<file path="src/rtl/dmaeng_pkg.sv">
package dmaeng_pkg;
  localparam int unsigned DMAENG_PAGE_W = 8;
  localparam int unsigned DMAENG_OFS_W  = 16;

  typedef enum logic {
    XFER_BYTE = 1'b0,
    XFER_WORD = 1'b1
  } xfer_unit_e;
endpackage

</file>
<file path="src/rtl/dmaeng_step.sv">
module dmaeng_step #(
  parameter int unsigned OFS_W = 16
) (
  input  logic             clk,
  input  logic             rst_n,
  input  logic             load_i,
  input  logic [OFS_W-1:0] base_addr_i,
  input  logic [OFS_W-1:0] base_cnt_i,
  input  logic             autoinit_i,
  input  logic             strobe_i,
  output logic [OFS_W-1:0] cur_addr_o,
  output logic [OFS_W-1:0] cur_cnt_o,
  output logic             mask_o,
  output logic             tc_o
);
  localparam logic [OFS_W-1:0] ONE = {{(OFS_W-1){1'b0}}, 1'b1};
  localparam logic [OFS_W-1:0] ZERO = '0;

  logic accept;
  logic last;

  assign accept = strobe_i && !mask_o && !load_i;
  assign last   = (cur_cnt_o == ZERO);

  always_ff @(posedge clk or negedge rst_n) begin
    if (!rst_n) begin
      cur_addr_o <= '0;
      cur_cnt_o  <= '0;
      mask_o     <= 1'b1;
      tc_o       <= 1'b0;
    end else begin
      tc_o <= 1'b0;
      if (load_i) begin
        cur_addr_o <= base_addr_i;
        cur_cnt_o  <= base_cnt_i;
        mask_o     <= 1'b0;
      end else if (accept) begin
        if (last) begin
          tc_o <= 1'b1;
          if (autoinit_i) begin
            cur_addr_o <= base_addr_i;
            cur_cnt_o  <= base_cnt_i;
          end else begin
            cur_addr_o <= cur_addr_o + ONE;
            cur_cnt_o  <= cur_cnt_o - ONE;
            mask_o     <= 1'b1;
          end
        end else begin
          cur_addr_o <= cur_addr_o + ONE;
          cur_cnt_o  <= cur_cnt_o - ONE;
        end
      end
    end
  end

  // stepping past the top offset lands on zero
  a_r4_offset_wrap: assert property (@(posedge clk) disable iff (!rst_n)
    (accept && (cur_addr_o == {OFS_W{1'b1}}) && !(last && autoinit_i))
      |=> (cur_addr_o == ZERO));

  // a masked channel holds its address and count
  a_r5_masked_hold: assert property (@(posedge clk) disable iff (!rst_n)
    (mask_o && !load_i) |=> ($stable(cur_addr_o) && $stable(cur_cnt_o)));

  // an ordinary step moves the count down by one
  a_r3_count_step: assert property (@(posedge clk) disable iff (!rst_n)
    (accept && !last) |=> (cur_cnt_o == $past(cur_cnt_o) - ONE));
endmodule

</file>
<file path="src/rtl/dmaeng_addr_map.sv">
module dmaeng_addr_map
  import dmaeng_pkg::*;
#(
  parameter xfer_unit_e  UNIT   = XFER_BYTE,
  parameter int unsigned PAGE_W = 8,
  parameter int unsigned OFS_W  = 16,
  localparam int unsigned BUS_W = PAGE_W + OFS_W
) (
  input  logic [PAGE_W-1:0] page_i,
  input  logic [OFS_W-1:0]  ofs_i,
  output logic [BUS_W-1:0]  bus_o
);
  generate
    if (UNIT == XFER_WORD) begin : g_word
      logic unused_page_lsb;
      assign unused_page_lsb = page_i[0];
      assign bus_o = {page_i[PAGE_W-1:1], ofs_i, 1'b0};
    end else begin : g_byte
      assign bus_o = {page_i, ofs_i};
    end
  endgenerate
endmodule

</file>
<file path="src/rtl/dmaeng_residue.sv">
module dmaeng_residue
  import dmaeng_pkg::*;
#(
  parameter xfer_unit_e  UNIT  = XFER_BYTE,
  parameter int unsigned OFS_W = 16,
  localparam int unsigned RES_W = OFS_W + 1
) (
  input  logic [OFS_W-1:0] cnt_i,
  output logic [RES_W-1:0] res_o
);
  localparam logic [OFS_W-1:0] ONE = {{(OFS_W-1){1'b0}}, 1'b1};

  logic [OFS_W-1:0] units_left;
  assign units_left = cnt_i + ONE;

  generate
    if (UNIT == XFER_WORD) begin : g_word
      assign res_o = {units_left, 1'b0};
    end else begin : g_byte
      assign res_o = {1'b0, units_left};
    end
  endgenerate
endmodule

</file>
<file path="src/rtl/dmaeng_chan.sv">
module dmaeng_chan
  import dmaeng_pkg::*;
#(
  parameter xfer_unit_e  UNIT   = XFER_BYTE,
  parameter int unsigned PAGE_W = DMAENG_PAGE_W,
  parameter int unsigned OFS_W  = DMAENG_OFS_W,
  localparam int unsigned BUS_W = PAGE_W + OFS_W,
  localparam int unsigned RES_W = OFS_W + 1
) (
  input  logic              clk,
  input  logic              rst_n,
  input  logic              cfg_load,
  input  logic [OFS_W-1:0]  cfg_base_addr,
  input  logic [OFS_W-1:0]  cfg_base_cnt,
  input  logic [PAGE_W-1:0] cfg_page,
  input  logic              cfg_autoinit,
  input  logic              xfer_done,
  output logic [BUS_W-1:0]  bus_addr,
  output logic [RES_W-1:0]  residue,
  output logic              tc,
  output logic              chan_masked
);
  logic [OFS_W-1:0] cur_addr;
  logic [OFS_W-1:0] cur_cnt;

  dmaeng_step #(.OFS_W(OFS_W)) u_step (
    .clk         (clk),
    .rst_n       (rst_n),
    .load_i      (cfg_load),
    .base_addr_i (cfg_base_addr),
    .base_cnt_i  (cfg_base_cnt),
    .autoinit_i  (cfg_autoinit),
    .strobe_i    (xfer_done),
    .cur_addr_o  (cur_addr),
    .cur_cnt_o   (cur_cnt),
    .mask_o      (chan_masked),
    .tc_o        (tc)
  );

  dmaeng_addr_map #(.UNIT(UNIT), .PAGE_W(PAGE_W), .OFS_W(OFS_W)) u_map (
    .page_i (cfg_page),
    .ofs_i  (cur_addr),
    .bus_o  (bus_addr)
  );

  dmaeng_residue #(.UNIT(UNIT), .OFS_W(OFS_W)) u_res (
    .cnt_i (cur_cnt),
    .res_o (residue)
  );

  // after an auto-initialize terminal count the bases are back in place
  a_r7_reload: assert property (@(posedge clk) disable iff (!rst_n)
    (tc && $past(cfg_autoinit) && !$past(cfg_load))
      |-> (cur_addr == $past(cfg_base_addr) && cur_cnt == $past(cfg_base_cnt)
           && !chan_masked));

  // a terminal count without auto-initialize leaves the channel masked
  a_r8_mask_at_tc: assert property (@(posedge clk) disable iff (!rst_n)
    (tc && !$past(cfg_autoinit)) |-> chan_masked);

  // a completed run reports nothing left to move
  a_r9_residue_done: assert property (@(posedge clk) disable iff (!rst_n)
    (tc && !$past(cfg_autoinit)) |-> (residue == '0));

  // terminal count is a single-cycle pulse
  a_r6_tc_pulse: assert property (@(posedge clk) disable iff (!rst_n)
    tc |=> !tc);
endmodule

</file>
<file path="config.mk">
export PLATFORM = sky130hd
export DESIGN_NAME = dmaeng_chan
export DESIGN_NICKNAME = d
export VERILOG_FILES = /design/src/rtl/dmaeng_pkg.sv /design/src/rtl/dmaeng_step.sv /design/src/rtl/dmaeng_addr_map.sv /design/src/rtl/dmaeng_residue.sv /design/src/rtl/dmaeng_chan.sv
export SDC_FILE = /design/constraint.sdc
export NUM_CORES = 1
export LEC_CHECK = 0
export ABC_CLOCK_PERIOD_IN_PS = 3000
export CORE_MARGIN = 8
export CORE_UTILIZATION = 30
export CTS_BUF_LIST = sky130_fd_sc_hd__clkbuf_4
export CTS_CLUSTER_SIZE = 28
export DETAILED_ROUTE_END_ITERATION = 10
export DONT_BUFFER_PORTS = 1
export GPL_TIMING_DRIVEN = 0
export SYNTH_ARGS = -nofsm -noshare
export SYNTH_HDL_FRONTEND = slang
export SYNTH_SLANG_ARGS = --single-unit
export TNS_END_PERCENT = 30
</file>
<file path="constraint.sdc">
create_clock -name clk -period 3 [get_ports clk]
set_input_delay 0.3 -clock clk [delete_from_list [all_inputs] [get_ports clk]]
set_output_delay 0.3 -clock clk [all_outputs]
set_load 0.05 [all_outputs]
</file>
* Yosys cells after proc, flatten, opt, wreduce, memory -nomap -nowiden *
Cells that the tools add are included.

word-level totals
  flip-flop bits (word level) = 34
  bits of input ports = 45
  output and inout bits = 43
  logic and storage cells = 31

cells by class
  add/sub/neg operators = 3
  equal/unequal tests = 1
  mux-type cells = 15
  reductions and logical operators = 8

operator list
  kind                   count
  $mux 16                8
  $add 16x1->16 const B  2
  $logic_not 16->1       1
  $sub 16x1->16 const B  1
  $mux 1                 7
  $reduce_bool 2->1      2
  $reduce_and 3->1       1
  $logic_and 1x1->1      2
  $logic_not 1->1        2
  $ne 2x2->1 const B     1

* Longest topological paths before layout *
Gate-level depths: netlist of the first run.

  depth after elaboration = 5
  depth in mapped cells = 9
  gate-level depth less buffers = 7

* By module *
From an unflattened synthesis of the first run, not the netlist that was laid out.

unflattened totals
  cells, all modules = 320
  area total of the unflattened synthesis = 2615.0 um^2

modules (own cells, without submodules)
  module           instances  cells each  area each (um^2)  seq. area each (um^2)
  dmaeng_step      1          251         2125.8            852.1
  dmaeng_residue   1          45          309.0             0.0
  dmaeng_addr_map  1          24          180.2             0.0

* Least setup slack after synthesis of the first run *
OpenSTA, ideal clock, no wires.

  kind = register to output
  start = register u_step.cur_cnt_o[3]
  end = output port residue[11]
  arrival time = 2.213 ns
  data required time = 2.700 ns
  path slack = 0.487 ns
  cell stages (with the launch flop) = 7
  buffers on the path = 1
  cells stage by stage = dfrtp_1 > clkbuf_1 > and4_1 > and4_1 > and3_2 > and3_1 > xnor2_1

between the ends
  longest elaborated chain between the ends = 1

ends and longest elaborated chain
  item                    RTL line              source
  from (decl)             dmaeng_step.sv:12     output logic [OFS_W-1:0] cur_cnt_o,
  from (signal assigned)  dmaeng_step.sv:35     cur_cnt_o <= base_cnt_i;
  from (signal assigned)  dmaeng_step.sv:42     cur_cnt_o <= base_cnt_i;
  from (signal assigned)  dmaeng_step.sv:45     cur_cnt_o <= cur_cnt_o - ONE;
  $add 16x1->16           dmaeng_residue.sv:14  assign units_left = cnt_i + ONE;
  to (decl)               dmaeng_chan.sv:19     output logic [RES_W-1:0] residue,

No other way between the ends.

* Worst setup path in the final report of the first run *
  start = register u_step.cur_cnt_o[3]
  end = output port residue[14]

The elaborated chain is that of the path after synthesis.

==> results, run 1 <==
- The area share of the largest cell type after synthesis is between 30% and 40%.
- In the synthesized netlist, the cells that appear most often are 33 x dfrtp_1, 29 x nand3_1, 25 x nand2_1.
- Row generation in the floorplan step produced 34 rows.
- The via count is ~2,600.
- The final total power is between 1 and 1.5 mW.
- The post-synthesis net count is 376.
- The post-synthesis simple-gate area fraction is approximately a third.
- The mean cell area of the mapped netlist is around 8.0 µm².
- At the worst endpoint, the arrival time is 2.59 ns.
- The worst supply voltage drop on vdd is about 0.26 mV.
- Static timing analysis puts the maximum clock frequency at around 0.35 GHz.
- Counting flops with an async set or reset pin after synthesis yields a share of 100%.
- The die height is ~110 µm.
- The worst hold path belongs to the class primary input to flop.
- The required arrival time at the worst endpoint is around 2.7 ns.
- The worst hold margin is 0.0706 ns.
- The transition at the pin with the smallest max-transition slack is around 1.1 ns.
- The number of nets in the final layout is about 390.
- During placement, the flow inserted port buffers numbering 0.
- The capturing point of the worst reg2reg path is u_step.cur_addr_o[3].
- In this run the most critical hold path is launched from cfg_base_cnt[12].
- The count of clock tree sinks is 34.
- The fraction of final layout cells with drive strength greater than 1 is about an eighth.
- Detailed routing placed a total of roughly 1.1 mm of wire on met3.
- The prevailing post-synth register cell is dfrtp_1.
- Global routing used between 15 and 20% of the available tracks.
- The slowest stage of the critical path is the xnor2_1 cell.
- The family of cells with the greatest summed delay on the critical path is XOR/XNOR gates.
- The Yosys step of the flow raised 0 warnings.
- Ranked by total cell area, the synthesized netlist is headed by dfrtp_1 32%, nand3_1 5.6%, xnor2_1 3.7%, nor3_1 3.7%, o21ai_0 3.7%.
- The floorplan step defined a die boundary enclosing 11,900 µm².
- The max capacitance violation total is 0.
- The most common cell in the synthesized netlist is dfrtp_1.
- The total overflow left after global routing is 0.
- The final sum of negative setup slack is 0 ns.
- The clock tree from TritonCTS is yes.
- The total clock buffers created by CTS is 5.
- The maximum level of the CTS H-tree is 2.
- STA classifies the critical path startpoint as a flop.
- The flow ran to the end, and the final reports show no timing, DRC or antenna violations.
- The slack of the worst reg-to-reg path is roughly 0.18 ns.
- The leakage power figure is about 1.1 nW.
- The DRC marker count from the first detailed-route iteration is around 210.
- The share of synthesized cell area in full adder, half adder and majority cells is 1.92%.
- The starting density of the core is a little under a third.
- The startpoint-to-endpoint class of the critical path is flop to output pin.
- After synthesis, the largest family of logic cells by area is simple AND/OR/NAND/NOR gates.
- The detailed router put a total of approximately 3.7 mm of wire on met1.
- After clock tree synthesis, the clock-pin slew on the worst setup and hold paths is about 0.11 ns.
- Of all nets on the critical path, the largest fanout is 10.
- The detailed placement HPWL is roughly 6.9 mm.
- The I/O pin total is just under 90.
- In the routed layout, each cell is associated on average with a via count of around 5.9.
- Relative to the synthesized area, the layout overhead comes to 9.96%.
- The synthesized-area fraction occupied by ao, oa, aoi and oai cells is between 15 and 20%.
- Summing the areas of all xor and xnor instances in the mapped netlist gives 4.72% of the synthesized area.
- At the end of routability-driven placement, the weighted congestion stood at between 0.8 and 0.9.
- The headroom to the max-slew limit is about a quarter.
- The storage element area is around 850 µm².
- After filler insertion, the fill cell instance count of the layout stands at ~910.
- The number of antenna violations at the first check in global routing was 0.
- The total count of hold-check failures in the final report is 0.
- At the later pin of the worst-skew pair, clock insertion delay measures between 0.3 and 0.4 ns.
- The number of global-route vias before repair came to about 2,600.
- The total count of max-transition violations in the final report came to 0.
- The number of enable-type register cells in the synthesized netlist is 0.
- The final layout contains routed wiring with a total length of approximately 9 mm.
- The critical path crosses 5 cells after its start point.
- In the detailed route, the total length drawn on met2 is about 4.3 mm.
- The hold path depth is 2.
- The element type at the critical path end is an output pin.
- Synthesis handed over a netlist of about 330 instances.
- The area of the placeable core is about 8600 µm².
- In the final layout, the multi-input gates occupy approximately 1600 µm².
- The library cell used as clock root buffer is clkbuf_4.
- The horizontal die dimension is 109 µm.
- The count of state elements after synthesis is 34.
- The critical path buffer and inverter count is 1.
- The first-pass GRT wire length is between 10 and 15 mm.
- The final routed wire length divided by cell count is 20.8 µm.
- Entering global routing, the biggest net connects 35 pins.
- The repair_antennas step left the layout with diodes totalling 0.
- The count of distinct cell types in the synthesized netlist is 58.
- The final routed DRC violation total is 0.
- The total standard cell area after synthesis is about 2600 µm².
- Setup repair after global routing left no endpoint under its margin.
- Of the synthesized area, sequential elements account for 32.8%.
- For this design the ratio of total power to cell area is a little over 500 nW/µm².
- dfrtp_1 takes more of the synthesized area than any other cell.
- The final antenna-violating net count is 0.
- The clock passes through at most 2 buffers.
- Measured in cells, the most critical reg-to-reg path has a length of 9.
- The largest single stage delay on the critical path is slightly below 0.9 ns.
- The critical register-to-register path startpoint is u_step.cur_cnt_o[0].
- Of the available clock period, the critical path in the final layout requires ~96%.
- Clock skew on the completed layout was measured at about 0.0089 ns.
- Traced cell by cell, the critical path runs through clkbuf_1 > and4_1 > and3_1 > nand4_1 > xnor2_1.
- The endpoint with the worst hold slack is u_step.cur_cnt_o[12].
- The topmost layer with routed signal wires is met4.
- Setup violations remaining at the end of the flow were counted as 0.
- The routed design could run at a clock period as short as between 2 and 3 ns.
- Before antenna repair, the detailed router went through 5 iterations.
- The proportion of synthesized area in mux cells is 1.92%.
-- worst register-to-register path: cells and delay by family (launching register included) --
family                   cells  cell delay [ns]
adder cells (fa/ha/maj)      1             0.18
buffers and inverters        3             0.89
flip-flops                   1             0.50
AND/OR/NAND/NOR              5             1.18
-- stage by stage --
stage / setup WS [ns] / instance area [µm²] / std cells / utilization, %
after floorplan: 0.487 / 2600 / 327 / -
after global placement: 0.00168 / 2740 / 435 / 32.0
after detailed placement: -0.0237 / 2740 / 435 / 32.0
after CTS: 0.0536 / 2840 / 444 / 33.2
after global routing: 0.0147 / 2860 / 444 / 33.4
final: 0.109 / 2860 / 444 / 33.4
-- worst max path at each step --
stage	from	end	slack, ns
final	u_step.cur_cnt_o[3]	residue[14]	0.11
after global routing	u_step.cur_cnt_o[0]	u_step.cur_cnt_o[1]	0.01
after CTS	u_step.cur_cnt_o[3]	residue[13]	0.05
after detailed placement	u_step.cur_cnt_o[0]	u_step.cur_cnt_o[1]	-0.02
after global placement	u_step.cur_cnt_o[0]	u_step.cur_cnt_o[1]	0.002
after floorplan	u_step.cur_cnt_o[3]	residue[11]	0.49
-- power by group --
group	switching, mW	leakage [nW]	internal [mW]	total (mW)
Combinational	0.354	0.657	0.141	0.494
Clock	0.171	0.0322	0.107	0.278
Sequential	0.177	0.397	0.509	0.686
-- cell families after synthesis --
group	after synthesis
AOI/OAI and AO/OA	66
xor gates and xnor gates	14
adders and majority gates	4
buffers and inverters	43
DFF	34
muxes	5
other	1
and+or+nand+nor	160
-- what timing repair did --
item                       CTS  global route
buffers inserted             0             0
hold endpoints to repair    34             0
resized for setup            3             4
cloned                       0             0
hold buffers                 2             0
setup endpoints to repair   12            16
pin swaps                    0             0
-- final cells by class --
cell class              instances  area share (%)
plain buffers                  35            6.70
clock buffers                   7            1.84
flip-flops and latches         34            29.8
repair buffers                  2            1.05
well taps                     108            4.73
multi-input cells             250            54.7
inverters                       8            1.18
-- cells in the final DEF, fill, tap and decap left out, drive strengths merged, types with 2 or more instances in the layout --
master,instances
a211o,2
a211oi,2
a21oi,15
a22oi,3
a31oi,3
a32oi,3
and3,13
and4,3
buf,19
clkbuf,24
dfrtp,33
ha,4
inv,7
mux2i,5
nand2,25
nand2b,2
nand3,29
nand4,9
nor2,22
nor2b,2
nor3,19
nor3b,2
nor4,15
nor4b,2
o21a,4
o21ai,21
o311ai,2
or3,8
or4,5
xnor2,11
xor2,3
-- layer usage --
layer / up-vias / GRT usage, %
met4: 0 / 4.01
li1: 1223 / -
met3: 9 / 5.02
met5: - / 0
met2: 126 / 25.6
met1: 1256 / 18.8
-- sequential cells by signal, indices dropped and copies added, names as in the netlist --
register / flops
u_step.tc_o: 1
u_step.cur_addr_o: 16
u_step.mask_o: 1
u_step.cur_cnt_o: 16
Power figures use the tool's default switching activity.
==> run 2: changes to the inputs <==
- CORE_UTILIZATION: 30 -> 39
==> run 2 against run 1 <==
Effect of this change:
- flip-flop and latch count unchanged
- worst setup slack better by 0.023 ns
- critical endpoint is now u_step.cur_cnt_o[7]
- largest power group unchanged
- final area up 0.57%
- sequential share of layout area down 0.13 points
==> results, run 2 (synthesized netlist as in run 1, its figures left out) <==
- Summed over all nets, the switching power comes to approximately 0.7 mW.
- The final routed DRC violation total is 0.
- The required arrival time at the worst endpoint is 3.20 ns.
- The family of cells with the greatest summed delay on the critical path is buffers and inverters.
- Leaving out filler cells and counting taps, the final layout contains slightly above 400.
- The number of global-route vias before repair was 2,625.
- Leaving out fill and tap cells, the most frequent cell in the layout is dfrtp_1.
- The end-of-flow core utilization is 45.0%.
- Counting both buffers and inverters, the worst setup path holds a total of 3.
- The number of rows created at floorplan is 29.
- The horizontal die dimension is just under 100 µm.
- The clock skew after layout is around 0.0098 ns.
- The first-pass GRT wire length is 14.5 mm.
- The final routed wire length divided by cell count is about 22 µm.
- No sink is reached through more buffers than the 2 on the longest clock path.
- The number of detailed-routing iterations run before antenna repair is 5.
- In this run the power density over the cells is 538 nW/µm².
- The share of the clock period used by the worst path after layout is 95.6%.
- The clock reaches the later pin of the worst-skew pair after approximately 0.35 ns.
- The total count of hold-check failures in the final report came to 0.
- The path type of the worst min-delay path is primary input to flop.
- The final antenna-violating net count is 0.
- The storage element area is around 850 µm².
- The I/O pin total is 88.
- Routability-driven placement finished with a final weighted congestion of a little under 0.9.
- The worst path arrival time is 3.07 ns.
- In the layout the commonest cells are 32 x dfrtp_1, 29 x nand3_1, 24 x nand2_1.
- The total count of max-transition violations in the final report was 0.
- Along the worst path, the maximum fanout reaches 10.
- The via count normalized by instance count is about 6.3.
- Once routing completed, OpenROAD measured the worst setup slack at between 0.1 and 0.15 ns.
- TritonCTS built the clock tree.
- In the final layout, the registers with the most flip-flops are u_step.cur_addr_o: 16 flops, u_step.cur_cnt_o: 16 flops.
- The share of total power consumed by net switching is 45.2%.
- The detailed placement HPWL is about 6.6 mm.
- The tool flagged a number of max-cap violations equal to 0.
- The cell count after placement is 404.
- In this run, flip-flops and latches consume approximately 44% of the power.
- The startpoint-to-endpoint class of the critical path is flop to flop.
- The number of inserted diodes is 0.
- The largest individual stage delay along the critical path comes from the cell dfrtp_2.
- Buffers placed on the I/O ports in this run total 0.
- The DRC marker count from the first detailed-route iteration is about 330.
- The maximum level of the CTS H-tree is 2.
- Clock tree synthesis inserted a total of 5 buffers.
- The area growth from synthesis to final layout is 10.6%.
- In this run the standard cell core region covers roughly 6400 µm².
- The internal portion of the total power is around 0.85 mW.
- The overall routed net length is approximately 9 mm.
- The library cell used as clock root buffer is clkbuf_4.
- In this run the post-CTS setup repair buffer count came out at 0.
- Global routing finished with a remaining overflow of 0.
- The combined area of the multi-input logic cells is ~1600 µm².
- The maximum operating frequency is 0.349 GHz.
- The worst setup path is captured at a flop.
- The area of the die is 9540 µm².
- Setup repair after global routing left no endpoint under its margin.
- The run finished with clean final reports.
- The worst slack at placement is -0.104 ns.
- Traced cell by cell, the critical path runs through clkinvlp_4 > ha_1 > or4b_1 > and4b_1 > buf_4 > nor2_2 > buf_2 > mux2i_1 > a22oi_1.
- The leakage power figure is 1.12 nW.
- The share of total power dissipated in the clock network is a little under a quarter.
- The final-report setup violation count is 0.
- The worst-case IR drop observed on VDD is 0.307 mV.
- The starting density of the core is roughly two fifths.
- The largest single stage delay on the critical path is 0.49 ns.
- CTS saw 34 sinks.
- The number of inserted filler cells in the final layout is 640.
- The number of nets in the final layout is between 300 and 400.
- The via count is between 2,000 and 3,000.
- At the pin with the least slew margin, the transition time is approximately 1.1 ns.
- Combinational logic burns roughly a third of the power.
- The number of antenna violations at the first check in global routing came to 0.
- The post-layout minimum cycle time is around 2.9 ns.
- The worst setup path is launched from a flop.
- The floorplan step set the die height to 97.7 µm.
- The worst pin sits at a relative slew slack of 25.5%.
- The combined global-route utilization of all metal layers is a little under a fifth.
- The fraction of final layout cells with drive strength greater than 1 is 13.1%.
- After clock tree synthesis, the clock-pin slew on the worst setup and hold paths is 0.12 ns.
- The largest net degree at the start of global routing is 35.
-- run 2: per-stage QoR --
stage	area [µm²]	total power [mW]	hold slack, ns	TNS (ns)
global route	2880	1.62	0.0570	0
detailed placement	2700	1.17	0.00585	-0.469
global placement	2700	1.16	0.00623	-0.0307
CTS	2840	1.55	0.0479	0
floorplan	2600	1.07	0.00441	0
finish	2880	1.55	0.0603	0
-- run 2: timing repair --
item | 4_1_cts | 5_1_grt
hold buffers | 2 | 0
resized for setup | 4 | 7
setup endpoints to repair | 13 | 19
endpoints found under the hold margin | 34 | 0
-- run 2: metal layers --
layer / up-vias / wire [µm] / GRT usage (%)
li1: 1226 / - / -
met1: 1223 / 3790 / 24.2
met2: 160 / 4200 / 28.2
met3: 10 / 995 / 6.47
met4: 0 / 99 / 5.01
met5: - / 0 / 0
-- run 2: final timing paths --
path                            slack, ns           startpoint              endpoint  depth (start not counted)
worst max-delay path                 0.13  u_step.cur_cnt_o[0]   u_step.cur_cnt_o[7]                          9
worst min-delay path                 0.06     cfg_base_addr[1]  u_step.cur_addr_o[1]                          2
worst max register to register       0.13  u_step.cur_cnt_o[0]   u_step.cur_cnt_o[7]                          9
worst min register to register       0.63  u_step.cur_cnt_o[6]   u_step.cur_cnt_o[6]                          2
max in group asynchronous            2.36                rst_n         u_step.mask_o                          2
min in group asynchronous            0.40                rst_n  u_step.cur_addr_o[1]                          2
-- run 2: power groups by stage --
stage / logic [mW] / registers [mW] / clock network (mW)
2_1_floorplan: 0.403 / 0.670 / 0
3_3_place_gp: 0.467 / 0.692 / 0
3_5_place_dp: 0.473 / 0.694 / 0
4_1_cts: 0.492 / 0.686 / 0.373
5_1_grt: 0.539 / 0.699 / 0.384
6_report: 0.498 / 0.687 / 0.363
-- run 2: layout make-up --
cell class	count	area share [%]
Inverter	8	1.17
Multi-Input combinational cell	250	55.1
Timing Repair Buffer	2	1.04
Sequential cell	34	29.7
Clock inverter	1	1.04
Buffer	35	6.74
Tap cell	77	3.35
Clock buffer	7	1.83
